## src/rtl/pmc_pkg.sv

```systemverilog
package pmc_pkg;
  typedef enum logic [1:0] {
    MODE_DUAL   = 2'b00,
    MODE_SOLO0  = 2'b01,
    MODE_SOLO1  = 2'b10,
    MODE_DSLEEP = 2'b11
  } pmc_mode_e;
endpackage

```

## src/rtl/pmc_sleep_gate.sv

```systemverilog
// Decides the mode change caused by sleep-instruction strobes.
module pmc_sleep_gate
  import pmc_pkg::*;
(
  input  pmc_mode_e cur_mode,
  input  logic      cpu0_sleep,
  input  logic      cpu1_sleep,
  input  logic      stby_sel,
  input  logic      slperr_en,
  output logic      sleep_move,
  output pmc_mode_e sleep_dest,
  output logic      sleep_fault
);
  always_comb begin
    sleep_move  = 1'b0;
    sleep_dest  = cur_mode;
    sleep_fault = 1'b0;
    unique case (cur_mode)
      MODE_DUAL: begin
        // processor 1 stopping wins when both stop together
        if (cpu1_sleep) begin
          sleep_move = 1'b1;
          sleep_dest = MODE_SOLO0;
        end else if (cpu0_sleep) begin
          sleep_move = 1'b1;
          sleep_dest = MODE_SOLO1;
        end
      end
      MODE_SOLO0: begin
        if (cpu0_sleep) begin
          if (slperr_en) begin
            sleep_fault = 1'b1;
          end else if (!stby_sel) begin
            sleep_move = 1'b1;
            sleep_dest = MODE_DSLEEP;
          end
        end
      end
      MODE_SOLO1: begin
        if (cpu1_sleep) begin
          sleep_move = 1'b1;
          sleep_dest = MODE_DSLEEP;
        end
      end
      default: ;
    endcase
  end
endmodule

```

## src/rtl/pmc_wake_arb.sv

```systemverilog
// Per-processor interrupt acceptance and the resulting wake destination.
module pmc_wake_arb
  import pmc_pkg::*;
#(
  parameter int LVL_W = 4,
  parameter int NCPU  = 2
) (
  input  logic                       irq_req,
  input  logic                       irq_nmi,
  input  logic [LVL_W-1:0]           irq_lvl,
  input  logic [NCPU-1:0][LVL_W-1:0] cpu_mask,
  input  logic [NCPU-1:0]            accept_en,
  output logic                       wake,
  output pmc_mode_e                  wake_dest
);
  logic [NCPU-1:0] taken;

  for (genvar g = 0; g < NCPU; g++) begin : g_take
    assign taken[g] = irq_req & accept_en[g] & (irq_nmi | (irq_lvl > cpu_mask[g]));
  end

  assign wake = |taken;

  always_comb begin
    unique case (taken[1:0])
      2'b11:   wake_dest = MODE_DUAL;
      2'b01:   wake_dest = MODE_SOLO0;
      2'b10:   wake_dest = MODE_SOLO1;
      default: wake_dest = MODE_DSLEEP;
    endcase
  end
endmodule

```

## src/rtl/dual_core_pmc.sv

```systemverilog
module dual_core_pmc
  import pmc_pkg::*;
#(
  parameter int LVL_W = 4
) (
  input  logic             clk,
  input  logic             por_rst,
  input  logic             man_rst,
  input  logic             cpu0_sleep,
  input  logic             cpu1_sleep,
  input  logic             stby_sel,
  input  logic             slperr_en,
  input  logic             irq_req,
  input  logic             irq_nmi,
  input  logic [LVL_W-1:0] irq_lvl,
  input  logic [LVL_W-1:0] cpu0_mask,
  input  logic [LVL_W-1:0] cpu1_mask,
  input  logic [1:0]       accept_en,
  output logic [1:0]       mode,
  output logic             cpu0_halt,
  output logic             cpu1_halt,
  output logic             sleep_err,
  output logic             irq_exc
);
  localparam int NCPU = 2;

  pmc_mode_e mode_q, mode_d;
  logic      any_rst;
  logic      sleep_move, sleep_fault, wake;
  pmc_mode_e sleep_dest, wake_dest;
  logic [NCPU-1:0][LVL_W-1:0] mask_vec;

  assign any_rst  = por_rst | man_rst;
  assign mask_vec = {cpu1_mask, cpu0_mask};

  pmc_sleep_gate u_sleep (
    .cur_mode    (mode_q),
    .cpu0_sleep  (cpu0_sleep),
    .cpu1_sleep  (cpu1_sleep),
    .stby_sel    (stby_sel),
    .slperr_en   (slperr_en),
    .sleep_move  (sleep_move),
    .sleep_dest  (sleep_dest),
    .sleep_fault (sleep_fault)
  );

  pmc_wake_arb #(.LVL_W(LVL_W), .NCPU(NCPU)) u_wake (
    .irq_req   (irq_req),
    .irq_nmi   (irq_nmi),
    .irq_lvl   (irq_lvl),
    .cpu_mask  (mask_vec),
    .accept_en (accept_en),
    .wake      (wake),
    .wake_dest (wake_dest)
  );

  logic do_wake;
  assign do_wake = (mode_q == MODE_DSLEEP) && wake;

  always_comb begin
    mode_d = mode_q;
    if (do_wake)         mode_d = wake_dest;
    else if (sleep_move) mode_d = sleep_dest;
  end

  always_ff @(posedge clk) begin
    if (any_rst) begin
      mode_q    <= MODE_DUAL;
      sleep_err <= 1'b0;
      irq_exc   <= 1'b0;
    end else begin
      mode_q    <= mode_d;
      sleep_err <= sleep_fault;
      irq_exc   <= do_wake;
    end
  end

  assign mode      = mode_q;
  assign cpu0_halt = (mode_q == MODE_SOLO1) || (mode_q == MODE_DSLEEP);
  assign cpu1_halt = (mode_q == MODE_SOLO0) || (mode_q == MODE_DSLEEP);

  // Assertions
  p_reset_dual_r1: assert property (@(posedge clk)
    any_rst |=> (mode == 2'b00 && !sleep_err && !irq_exc));

  p_err_holds_r4: assert property (@(posedge clk) disable iff (any_rst)
    (mode == 2'b01 && cpu0_sleep && slperr_en) |=> (sleep_err && mode == 2'b01));

  p_solo1_sleep_r6: assert property (@(posedge clk) disable iff (any_rst)
    (mode == 2'b10 && cpu1_sleep) |=> (mode == 2'b11));

  p_dual_split_r7: assert property (@(posedge clk) disable iff (any_rst)
    (mode == 2'b00 && cpu1_sleep) |=> (mode == 2'b01 && cpu0_halt == 1'b0));

  p_stay_asleep_r10: assert property (@(posedge clk) disable iff (any_rst)
    (mode == 2'b11 && !irq_req) |=> (mode == 2'b11 && !irq_exc));

  p_nmi_wake_r12: assert property (@(posedge clk) disable iff (any_rst)
    (mode == 2'b11 && irq_req && irq_nmi && accept_en != 2'b00) |=> (irq_exc && mode != 2'b11));
endmodule

```

## config.mk

```make
export PLATFORM = sky130hd
export DESIGN_NAME = dual_core_pmc
export DESIGN_NICKNAME = d
export VERILOG_FILES = /design/src/rtl/pmc_pkg.sv /design/src/rtl/pmc_sleep_gate.sv /design/src/rtl/pmc_wake_arb.sv /design/src/rtl/dual_core_pmc.sv
export SDC_FILE = /design/constraint.sdc
export NUM_CORES = 1
export LEC_CHECK = 0
export BUFFER_PORTS_ARGS = -buffer_cell sky130_fd_sc_hd__clkbuf_2
export CORE_AREA = 10 10 47 49
export DETAILED_ROUTE_END_ITERATION = 6
export DIE_AREA = 0 0 57 59
export PLACE_DENSITY_LB_ADDON = 0.05
export SYNTH_ARGS = -nofsm -noshare
export SYNTH_HDL_FRONTEND = slang
export SYNTH_SLANG_ARGS = --single-unit
export TNS_END_PERCENT = 10
```

## constraint.sdc

```tcl
create_clock -name clk -period 3.3 [get_ports clk]
set_input_delay 0.33 -clock clk [delete_from_list [all_inputs] [get_ports clk]]
set_output_delay 0.33 -clock clk [all_outputs]
set_load 0.02 [all_outputs]
```

==> run metrics <==
status=finished, final reports clean; Worst Tran Pin Value=243 ps; top post-synthesis cells by count=ha_1, inv_1, o21ai_0; PnR worst setup slack=1550 ps; CTS tree=yes; hold path startpoint=man_rst; top cell type's share of synthesized area=30.7%; buffers added on ports=28; Clock Sink Count=4; Clock Latency Late Sink=230 ps; DP Wirelength=1290 um; destination of the worst hold path=irq_exc; Crit Path Category=flop to primary output; Async S/R FF share, synth=0%; r2r endpoint=mode[1]; number of synthesized flops with an enable pin=0; htree depth=1; total setup buffers inserted after CTS=0; count of cells resized by post-cts repair=0; DR vias=567; final wirelength=1430 um; hold_ws=283 ps; PwrDens=256 nW/um^2; gpl congestion=0.725; maximum vdd drop=0.000148 V; largest family of logic cells by synthesized area=adder cells; die extent in y=59 um; crit share post-route=53.2%; critical path arrival=1420 ps; first-pass GRT wire length=2590 um; r2r worst-path depth=7; Clock Root Buffer=clkbuf_4; final non-filler cell area=713 sq um; DRC Markers=0; RSZ-0062 raised after global routing=no; Compound-Gate Fraction of Synth Area=29.7%; First DRT Iteration DRCs=8; Final Max Slew Viols=0; Ys Warns=0; Area Overhead vs Synth=34.4%; diode count=0; die area=3360 sq um; Util after Layout=50.9%; vias in the first global route=625; P_leak=0.386 nW; Slew Limit Headroom=83.6%; Synth area leader=ha_1; Final nets=131; Die W=57 um; Seq cells post-synth=4; Post-Synth XOR/XNOR Area=0%; Distinct cells, synth=23; cell depth of the worst hold path=2; grt total ovfl=0; pre-CTS setup slack=1570 ps; simple-gate share of the synthesized area=16.0%; ratio of cells with drive above 1 in the final layout=38.7%; Row Count=14; highest net fanout along the worst path=5; number of buffers inserted by hold repair at cts=0; global-route usage over all layers=9.58%; CP Launch Type=flop; CP endpoint kind=primary output; Final ANT Viol Nets=0; Seq/Total Area, Yosys=15.1%; # IOs=29; synth top area cells=ha_1, dfxtp_1, inv_1; synthesized area=531 sq um; Clock transition at path regs=40 ps; Syn Nets=98; Post-Synth Adder-Cell Area=30.7%; final setup TNS=0 ps; Fin. Hold Viols=0; Final Setup Violations=0; Post-Synthesis Cells=62; Hold Crit Class=input pin to flop; Worst EP required=2970 ps; Tmin final=1750 ps; Post-synth top flop=dfxtp_1; via-per-instance ratio=5.20; multiplexer area fraction after synthesis=2.12%; r2r setup slk=1710 ps; pin count of the biggest net entering global routing=7; CTS buffer count=3; CTS Buffer Depth=2; post-DR wirelength/cell=13.1 um; core area=1400 sq um; Starting Density=37.9%; top-count cell post-synth=ha_1; Clock Skew=4.36 ps; Mean Syn Cell Area=8.56 sq um; First-pass DRT Iterations=5; FF-to-FF Start=mode[1]; initial antenna violation count=0; fmax=570 MHz; placed instance area=691 sq um; Max-Cap Viols=0
## worst max-delay path: stages, from the launching register on
cell	delay, ps
dfxtp_1	410
inv_1	110
ha_1	240
or2_2	270
clkbuf_2	160
## report_power, final
group / switching (W) / internal [W]
Sequential: 0.00000227 / 0.0000502
Combinational: 0.0000365 / 0.0000342
Clock: 0.0000187 / 0.0000406
Total: 0.0000574 / 0.000125
## logic make-up (layout without fill, tap and decap cells)
group	count (synthesis)	count (layout)
multiplexers	1	1
flip-flops	4	4
buffers and inverters	9	40
adder cells (fa/ha/maj)	13	13
AND/OR/NAND/NOR	14	14
AO/OA/AOI/OAI	21	21
## flip-flops by register name (all words and copies together) (netlist names)
name / cells
irq_exc: 1
sleep_err: 1
mode: 2
## worst max path at each step
stage / endpoint / startpoint
2_1_floorplan: mode[1] / mode[1]
3_3_place_gp: mode[0] / irq_lvl[3]
3_5_place_dp: mode[0] / irq_lvl[1]
4_1_cts: cpu0_halt / mode[0]
5_1_grt: cpu0_halt / mode[0]
6_report: cpu0_halt / mode[0]
## through the flow
step | instances | total power [W]
floorplan | 62 | 0.0000972
global placement | 106 | 0.000125
detailed placement | 106 | 0.000125
CTS | 109 | 0.000188
global route | 109 | 0.000206
finish | 109 | 0.000182
## routing by layer
metal	routed length [um]	vias up	GRT usage (%)
met1	598	246	9.21
met4	0	0	5.03
met2	677	24	16.0
met5	0	-	0
met3	148	0	5.58
li1	-	297	-
## cells in the final DEF (no fill, tap or decap), types with 3 or more instances in the layout
cell,instances
clkbuf_2,28
ha_1,13
inv_1,9
o21ai_0,5
dfxtp_1,4
nor2b_1,3
a21o_1,3
clkbuf_4,3
## area by class of cell
cell class / count / area [sq um]
Fill cell: 147 / 688
Sequential cell: 4 / 80.1
Multi-Input combinational cell: 49 / 417
Inverter: 9 / 33.8
Clock buffer: 3 / 22.5
Timing Repair Buffer: 28 / 140
Tap cell: 16 / 20.0
(Power assumes the default switching activity.)
